==> config.mk <==
export PLATFORM = sky130hd
export DESIGN_NAME = alu8_core
export DESIGN_NICKNAME = d
export VERILOG_FILES = /design/src/rtl/alu8_pkg.sv /design/src/rtl/alu8_addsub.sv /design/src/rtl/alu8_bitops.sv /design/src/rtl/alu8_mul.sv /design/src/rtl/alu8_pairop.sv /design/src/rtl/alu8_core.sv
export SDC_FILE = /design/constraint.sdc
export NUM_CORES = 1
export LEC_CHECK = 0
export BUFFER_PORTS_ARGS = -buffer_cell sky130_fd_sc_hd__buf_2
export CORE_ASPECT_RATIO = 1.25
export CORE_MARGIN = 5
export CORE_UTILIZATION = 50
export DETAILED_ROUTE_END_ITERATION = 10
export GPL_TIMING_DRIVEN = 0
export PLACE_DENSITY = 0.69
export SLEW_MARGIN = 10
export SYNTH_ARGS = -nofsm -noshare
export SYNTH_HDL_FRONTEND = slang
export SYNTH_SLANG_ARGS = --single-unit
export TNS_END_PERCENT = 50
==> constraint.sdc <==
create_clock -name clk -period 8 [get_ports clk]
set_input_delay 1.6 -clock clk [delete_from_list [all_inputs] [get_ports clk]]
set_output_delay 1.6 -clock clk [all_outputs]
set_load 0.01 [all_outputs]
==> src/rtl/alu8_pkg.sv <==
package alu8_pkg;

   localparam int FLAG_W = 6;
   localparam int FL_C   = 0;
   localparam int FL_Z   = 1;
   localparam int FL_N   = 2;
   localparam int FL_V   = 3;
   localparam int FL_S   = 4;
   localparam int FL_H   = 5;

   typedef enum logic [4:0] {
      OP_ADD     = 5'd0,
      OP_ADDC    = 5'd1,
      OP_SUB     = 5'd2,
      OP_SUBC    = 5'd3,
      OP_AND     = 5'd4,
      OP_OR      = 5'd5,
      OP_XOR     = 5'd6,
      OP_NOT     = 5'd7,
      OP_NEG     = 5'd8,
      OP_INC     = 5'd9,
      OP_DEC     = 5'd10,
      OP_SHR     = 5'd11,
      OP_RORC    = 5'd12,
      OP_SAR     = 5'd13,
      OP_ROLC    = 5'd14,
      OP_SWAPN   = 5'd15,
      OP_MUL_UU  = 5'd16,
      OP_MUL_SS  = 5'd17,
      OP_MUL_SU  = 5'd18,
      OP_FMUL_UU = 5'd19,
      OP_FMUL_SS = 5'd20,
      OP_FMUL_SU = 5'd21,
      OP_ADDW    = 5'd22,
      OP_SUBW    = 5'd23
   } alu_op_e;

   function automatic logic op_is_narrow(logic [4:0] c);
      return c <= 5'd15;
   endfunction

   function automatic logic op_is_mul(logic [4:0] c);
      return (c >= 5'd16) && (c <= 5'd21);
   endfunction

   function automatic logic op_is_logic(logic [4:0] c);
      return (c >= 5'd4) && (c <= 5'd6);
   endfunction

   function automatic logic op_is_incdec(logic [4:0] c);
      return (c == 5'd9) || (c == 5'd10);
   endfunction

   function automatic logic op_writes_s(logic [4:0] c);
      return (c <= 5'd14) || (c == 5'd22) || (c == 5'd23);
   endfunction

   function automatic logic op_keeps_h(logic [4:0] c);
      return (c >= 5'd4 && c <= 5'd7) || (c >= 5'd9);
   endfunction

endpackage

==> src/rtl/alu8_addsub.sv <==
module alu8_addsub #(
   parameter int DATA_W = 8,
   parameter int HALF_W = 4
) (
   input  logic [DATA_W-1:0] a,
   input  logic [DATA_W-1:0] b,
   input  logic              cin,
   input  logic              sub,
   output logic [DATA_W-1:0] r,
   output logic              c,
   output logic              h,
   output logic              v
);
   localparam int MSB = DATA_W - 1;

   logic [DATA_W:0] full;
   logic [HALF_W:0] low;

   always_comb begin
      if (sub) begin
         full = {1'b0, a} - {1'b0, b} - {{DATA_W{1'b0}}, cin};
         low  = {1'b0, a[HALF_W-1:0]} - {1'b0, b[HALF_W-1:0]} - {{HALF_W{1'b0}}, cin};
      end else begin
         full = {1'b0, a} + {1'b0, b} + {{DATA_W{1'b0}}, cin};
         low  = {1'b0, a[HALF_W-1:0]} + {1'b0, b[HALF_W-1:0]} + {{HALF_W{1'b0}}, cin};
      end
   end

   assign r = full[DATA_W-1:0];
   assign c = full[DATA_W];
   assign h = low[HALF_W];
   assign v = sub ? ((a[MSB] & ~b[MSB] & ~r[MSB]) | (~a[MSB] & b[MSB] & r[MSB]))
                  : ((a[MSB] & b[MSB] & ~r[MSB]) | (~a[MSB] & ~b[MSB] & r[MSB]));

endmodule

==> src/rtl/alu8_bitops.sv <==
module alu8_bitops
   import alu8_pkg::*;
#(
   parameter int DATA_W = 8
) (
   input  alu_op_e           op,
   input  logic [DATA_W-1:0] a,
   input  logic [DATA_W-1:0] b,
   input  logic              cin,
   output logic [DATA_W-1:0] r,
   output logic              c
);
   localparam int MSB  = DATA_W - 1;
   localparam int HALF = DATA_W / 2;

   always_comb begin
      r = '0;
      c = 1'b0;
      case (op)
         OP_AND:   r = a & b;
         OP_OR:    r = a | b;
         OP_XOR:   r = a ^ b;
         OP_NOT: begin
            r = ~a;
            c = 1'b1;
         end
         OP_SHR: begin
            r = {1'b0, a[MSB:1]};
            c = a[0];
         end
         OP_RORC: begin
            r = {cin, a[MSB:1]};
            c = a[0];
         end
         OP_SAR: begin
            r = {a[MSB], a[MSB:1]};
            c = a[0];
         end
         OP_ROLC: begin
            r = {a[MSB-1:0], cin};
            c = a[MSB];
         end
         OP_SWAPN: r = {a[HALF-1:0], a[MSB:HALF]};
         default: ;
      endcase
   end

endmodule

==> src/rtl/alu8_mul.sv <==
module alu8_mul #(
   parameter int DATA_W   = 8,
   parameter int MUL_IMPL = 0
) (
   input  logic [DATA_W-1:0]   a,
   input  logic [DATA_W-1:0]   b,
   input  logic                a_signed,
   input  logic                b_signed,
   input  logic                frac,
   output logic [2*DATA_W-1:0] p,
   output logic                c,
   output logic                z
);
   localparam int PW  = 2 * DATA_W;
   localparam int MSB = DATA_W - 1;

   logic [PW-1:0] a_ext;
   logic [PW-1:0] b_ext;
   logic [PW-1:0] prod;

   assign a_ext = {{DATA_W{a_signed & a[MSB]}}, a};
   assign b_ext = {{DATA_W{b_signed & b[MSB]}}, b};

   generate
      if (MUL_IMPL == 0) begin : g_op
         assign prod = a_ext * b_ext;
      end else begin : g_array
         logic [DATA_W:0][PW-1:0] acc;
         assign acc[0] = '0;
         for (genvar i = 0; i < DATA_W; i++) begin : g_row
            logic [PW-1:0] pp;
            assign pp = b[i] ? (a_ext << i) : '0;
            if (i == DATA_W - 1) begin : g_top
               assign acc[i+1] = b_signed ? (acc[i] - pp) : (acc[i] + pp);
            end else begin : g_mid
               assign acc[i+1] = acc[i] + pp;
            end
         end
         assign prod = acc[DATA_W];
      end
   endgenerate

   assign p = frac ? {prod[PW-2:0], 1'b0} : prod;
   assign c = prod[PW-1];
   assign z = (p == '0);

endmodule

==> src/rtl/alu8_pairop.sv <==
module alu8_pairop #(
   parameter int DATA_W = 8,
   parameter int K_W    = 6
) (
   input  logic [DATA_W-1:0]   lo,
   input  logic [DATA_W-1:0]   hi,
   input  logic [K_W-1:0]      k,
   input  logic                sub,
   output logic [2*DATA_W-1:0] r,
   output logic                c,
   output logic                v
);
   localparam int PW = 2 * DATA_W;

   logic [PW-1:0] pair;
   logic [PW-1:0] kx;
   logic [PW:0]   sum;

   assign pair = {hi, lo};
   assign kx   = {{(PW-K_W){1'b0}}, k};
   assign sum  = sub ? ({1'b0, pair} - {1'b0, kx}) : ({1'b0, pair} + {1'b0, kx});
   assign r    = sum[PW-1:0];
   assign c    = sum[PW];
   assign v    = sub ? (pair[PW-1] & ~r[PW-1]) : (~pair[PW-1] & r[PW-1]);

endmodule

==> src/rtl/alu8_core.sv <==
module alu8_core
   import alu8_pkg::*;
#(
   parameter int DATA_W   = 8,
   parameter int K_W      = 6,
   parameter int MUL_IMPL = 0
) (
   input  logic                clk,
   input  logic                rst_n,
   input  logic                op_valid,
   input  logic [4:0]          op_code,
   input  logic [DATA_W-1:0]   opa,
   input  logic [DATA_W-1:0]   opb,
   input  logic [DATA_W-1:0]   imm,
   input  logic                use_imm,
   input  logic [FLAG_W-1:0]   status_in,
   output logic [2*DATA_W-1:0] res_q,
   output logic [FLAG_W-1:0]   flags_q,
   output logic                out_valid
);
   localparam int PW     = 2 * DATA_W;
   localparam int MSB    = DATA_W - 1;
   localparam int HALF_W = 4;

   generate
      if (DATA_W < 8 || (DATA_W % 2) != 0) begin : g_bad_width
         $error("alu8_core: DATA_W must be even and at least 8");
      end
      if (K_W < 1 || K_W > DATA_W) begin : g_bad_k
         $error("alu8_core: K_W must lie in 1..DATA_W");
      end
      if (MUL_IMPL != 0 && MUL_IMPL != 1) begin : g_bad_mul
         $error("alu8_core: MUL_IMPL must be 0 or 1");
      end
   endgenerate

   alu_op_e           op;
   logic [DATA_W-1:0] b_eff;
   logic              cin;

   assign op    = alu_op_e'(op_code);
   assign b_eff = use_imm ? imm : opb;
   assign cin   = status_in[FL_C];

   // adder operand steering
   logic [DATA_W-1:0] add_a, add_b, add_r;
   logic              add_ci, add_sub, add_c, add_h, add_v;

   always_comb begin
      add_a   = opa;
      add_b   = b_eff;
      add_ci  = 1'b0;
      add_sub = 1'b0;
      case (op)
         OP_ADDC: add_ci = cin;
         OP_SUB:  add_sub = 1'b1;
         OP_SUBC: begin
            add_sub = 1'b1;
            add_ci  = cin;
         end
         OP_NEG: begin
            add_a   = '0;
            add_b   = opa;
            add_sub = 1'b1;
         end
         OP_INC: add_b = {{(DATA_W-1){1'b0}}, 1'b1};
         OP_DEC: begin
            add_b   = {{(DATA_W-1){1'b0}}, 1'b1};
            add_sub = 1'b1;
         end
         default: ;
      endcase
   end

   alu8_addsub #(.DATA_W(DATA_W), .HALF_W(HALF_W)) u_add (
      .a(add_a), .b(add_b), .cin(add_ci), .sub(add_sub),
      .r(add_r), .c(add_c), .h(add_h), .v(add_v)
   );

   logic [DATA_W-1:0] bit_r;
   logic              bit_c;

   alu8_bitops #(.DATA_W(DATA_W)) u_bit (
      .op(op), .a(opa), .b(b_eff), .cin(cin), .r(bit_r), .c(bit_c)
   );

   logic          mul_as, mul_bs, mul_fr, mul_c, mul_z;
   logic [PW-1:0] mul_p;

   assign mul_as = (op == OP_MUL_SS) || (op == OP_MUL_SU) ||
                   (op == OP_FMUL_SS) || (op == OP_FMUL_SU);
   assign mul_bs = (op == OP_MUL_SS) || (op == OP_FMUL_SS);
   assign mul_fr = (op == OP_FMUL_UU) || (op == OP_FMUL_SS) || (op == OP_FMUL_SU);

   alu8_mul #(.DATA_W(DATA_W), .MUL_IMPL(MUL_IMPL)) u_mul (
      .a(opa), .b(opb), .a_signed(mul_as), .b_signed(mul_bs), .frac(mul_fr),
      .p(mul_p), .c(mul_c), .z(mul_z)
   );

   logic [PW-1:0] pr_r;
   logic          pr_c, pr_v;

   alu8_pairop #(.DATA_W(DATA_W), .K_W(K_W)) u_pair (
      .lo(opa), .hi(opb), .k(imm[K_W-1:0]), .sub(op == OP_SUBW),
      .r(pr_r), .c(pr_c), .v(pr_v)
   );

   // result and selective status merge
   logic [PW-1:0]     nres;
   logic [FLAG_W-1:0] nfl;

   always_comb begin
      nres = '0;
      nfl  = status_in;
      case (op)
         OP_ADD, OP_ADDC, OP_SUB, OP_SUBC, OP_NEG: begin
            nres      = {{DATA_W{1'b0}}, add_r};
            nfl[FL_C] = add_c;
            nfl[FL_H] = add_h;
            nfl[FL_V] = add_v;
            nfl[FL_N] = add_r[MSB];
            nfl[FL_Z] = (add_r == '0);
            nfl[FL_S] = add_r[MSB] ^ add_v;
         end
         OP_INC, OP_DEC: begin
            nres      = {{DATA_W{1'b0}}, add_r};
            nfl[FL_V] = add_v;
            nfl[FL_N] = add_r[MSB];
            nfl[FL_Z] = (add_r == '0);
            nfl[FL_S] = add_r[MSB] ^ add_v;
         end
         OP_AND, OP_OR, OP_XOR, OP_NOT: begin
            nres      = {{DATA_W{1'b0}}, bit_r};
            nfl[FL_V] = 1'b0;
            nfl[FL_N] = bit_r[MSB];
            nfl[FL_Z] = (bit_r == '0);
            nfl[FL_S] = bit_r[MSB];
            if (op == OP_NOT) nfl[FL_C] = bit_c;
         end
         OP_SHR, OP_RORC, OP_SAR, OP_ROLC: begin
            nres      = {{DATA_W{1'b0}}, bit_r};
            nfl[FL_C] = bit_c;
            nfl[FL_N] = bit_r[MSB];
            nfl[FL_Z] = (bit_r == '0);
            nfl[FL_V] = bit_r[MSB] ^ bit_c;
            nfl[FL_S] = bit_c;
         end
         OP_SWAPN: nres = {{DATA_W{1'b0}}, bit_r};
         OP_MUL_UU, OP_MUL_SS, OP_MUL_SU, OP_FMUL_UU, OP_FMUL_SS, OP_FMUL_SU: begin
            nres      = mul_p;
            nfl[FL_C] = mul_c;
            nfl[FL_Z] = mul_z;
         end
         OP_ADDW, OP_SUBW: begin
            nres      = pr_r;
            nfl[FL_C] = pr_c;
            nfl[FL_V] = pr_v;
            nfl[FL_N] = pr_r[PW-1];
            nfl[FL_Z] = (pr_r == '0);
            nfl[FL_S] = pr_r[PW-1] ^ pr_v;
         end
         default: ;
      endcase
   end

   always_ff @(posedge clk) begin
      if (!rst_n) begin
         res_q     <= '0;
         flags_q   <= '0;
         out_valid <= 1'b0;
      end else begin
         out_valid <= op_valid;
         if (op_valid) begin
            res_q   <= nres;
            flags_q <= nfl;
         end
      end
   end

endmodule

==> summary.txt <==
outcome = completed
relative slew slack = 41.84%
most common cell in the netlist = inv_1
Root Driver = clkbuf_16
Fillers = 1416
final core utilization = 54.80%
Buffers on Ports = 59
first drt pass iteration count = 5
Vias = 6863
Startpoint Class = primary input
Seq/Total Area, Yosys = 6.437%
required time worst endpoint = 8.21 ns
final setup vio count = 0
Leak Pwr = 3.781 nW
Pwr Density = 165.0 mW/mm²
Yosys top cell area share = 19.03%
GRT Resource Usage Total = 27.05%
initial core utilization = 50.29%
wire per inst = 18.77 µm
Area contributors post-synth = fa_1 (19%), ha_1 (15%), dfxtp_1 (6.4%)
mux cell area share after synthesis = 2.991%
Sequential Area = 460.4 µm²
Least-Margin Pin Slew = 0.8634 ns
width of the die = 117.0 µm
critical path arrival = 7.80 ns
Clock Path Buffers = 2
die area = 0.01681 mm²
Final Instance Count excl. Fillers = 1172
Max VDD drop = 0.0002024 V
Ys Warns = 0
first-pass GRT wire length = 35.38 mm
hold slack = 0.4594 ns
most common flop cell mapped by yosys = dfxtp_1
final-report max-slew violation count = 0
worst hold path class = reg2reg
crit path max fanout = 7
Post-synth EDFFs = 0
min cycle time layout = 7.592 ns
Synth Area in Adders = 34.42%
Area growth, synth to finish = 8.973%
share of layout cells above drive strength 1 = 8.753%
syn_nets = 1125
H-tree depth = 1
HPWL after detailed placement = 18.54 mm
vias in the first global route = 6754
RSZ-0062 raised after global routing = no
Multi-input gate area = 0.006108 mm²
Synth area leader = fa_1
Std-Cell Core Area = 0.01422 mm²
clk_lat worst skew = 0.26 ns
I/O pin count = 62
largest family of logic cells by synthesized area = adder cells
clock sink total = 23
Hold Crit Start = res_q[12]
total congestion overflow = 0
FMAX = 0.1317 GHz
initial antenna violation count = 0
Setup crit end kind = flip-flop
Mapped Cells = 930
Layout Skew = 0 ns
Reg-to-Reg Start = flags_q[1]
Die H = 143.7 µm
Mean Syn Cell Area = 7.692 µm²
Hold Fails Final Rpt = 0
xor/xnor share of the synthesized area = 6.070%
WS Path Type = in2reg
Total Wirelength = 22.00 mm
DRT iter0 DRCs = 440
RePlAce Congestion = 0.9533
synthesized flop and latch total = 23
Yosys cell types = 70
Synth Area in Compound Gates = 18.72%
Post-synth top cells = inv_1 (119), ha_1 (88), nand2_1 (81), nor2_1 (78), fa_1 (68)
Post-route DRC = 0
Power, Total = 1.286 mW
Ant. Diodes = 0
Cells after DPL = 1167
Clock transition at path regs = 0.06 ns
Row Count = 49
Synth Area in Simple Gates = 22.86%
crit path from = op_code[3]
pin count of the biggest net entering global routing = 14
Num CTS Buffers = 3
CTS tree = done
Post-Syn Area = 0.007153 mm²
DR vias/cell = 5.856
antenna-violating nets left = 0
Post-synth ARST share = 0%
Max Cap Viol = 0
Nets = 1190
part of the cycle the worst path needs = 94.90%
-- sequential cells by signal, summed over array words and instances, names as in the netlist --
signal	flops
flags_q	6
res_q	16
out_valid	1
-- report_power, final --
group	internal [mW]	switching (mW)	leakage [nW]
Clock	0.0674	0.0435	0.0409
Sequential	0.124	0.00424	0.188
Combinational	0.411	0.635	3.55
Total	0.603	0.683	3.78
-- cells by family after synthesis --
| logic type | after synthesis |
|---|---|
| AO/OA/AOI/OAI | 197 |
| XOR/XNOR | 48 |
| adder cells (fa/ha/maj) | 156 |
| buffers and inverters | 160 |
| flip-flops | 23 |
| multiplexers | 20 |
| AND/OR/NAND/NOR | 326 |
-- critical path, stage by stage --
cell      delay, ns
buf_2          0.11
nand2b_1       0.13
clkbuf_1       0.25
nor2_2         0.34
and2_1         0.18
nand2_1        0.14
fa_1           0.56
fa_1           0.52
inv_1          0.05
fa_1           0.46
fa_1           0.54
inv_1          0.05
fa_1           0.49
inv_1          0.04
ha_1           0.33
o21ai_0        0.09
o21bai_1       0.10
a2111o_1       0.44
a31o_1         0.23
a21oi_2        0.17
xnor2_2        0.13
or4_4          0.54
a21oi_1        0.17
a41o_1         0.11
-- final cells by class --
cell class	instances	area share (%)
sequential	23	5.907
inverter	121	5.827
clock buffer	3	0.9631
tap	178	2.857
timing repair buffer	60	3.884
clock inverter	1	0.06421
multi-input combinational	747	78.36
buffer	39	2.135
-- layout by cell type (no fill, tap or decap), drive strengths merged, types with 12 or more instances in the layout --
cell and count:
fa 68, o22ai 14, xor2 13, and2 39, buf 68, nor3 21, ha 88, and3 16
nand3 25, clkbuf 34, o211ai 15, nand2 81, o21ai 32, mux2i 18, a21oi 43, xnor2 34
a21o 12, inv 119, nor2 80, nor2b 17, dfxtp 23
-- timing repair --
| item | in CTS | in global routing |
|---|---|---|
| gates resized for setup | 1 | 11 |
| setup endpoints to repair | 1 | 3 |
| setup buffers | 0 | 1 |
| pin swaps | 0 | 2 |
| hold buffers | 0 | 0 |
-- stage by stage --
step | area [µm²] | TNS [ns] | setup WS (ns)
after global routing | 7795 | 0 | 0.03335
after detailed placement | 7671 | -0.2507 | -0.2507
after CTS | 7759 | 0 | 0.009292
final | 7795 | 0 | 0.4080
after floorplan | 7153 | 0 | 0.6230
after global placement | 7671 | -0.2346 | -0.2346
-- final timing paths --
check | slack, ns | depth (start not counted) | end
worst max-delay path | 0.41 | 24 | flags_q[1]
worst min-delay path | 0.46 | 2 | res_q[12]
worst max register to register | 6.74 | 6 | flags_q[1]
worst min register to register | 0.46 | 2 | res_q[12]
-- per-layer routing --
metal	share of wire (%)	vias up	GRT usage (%)
li1	-	3317	-
met4	4.8	0	12.62
met1	42	3245	34.74
met2	48	238	45.31
met3	5.8	63	2.780
met5	0	-	0
Note: power is estimated with default switching activity, not from simulation.
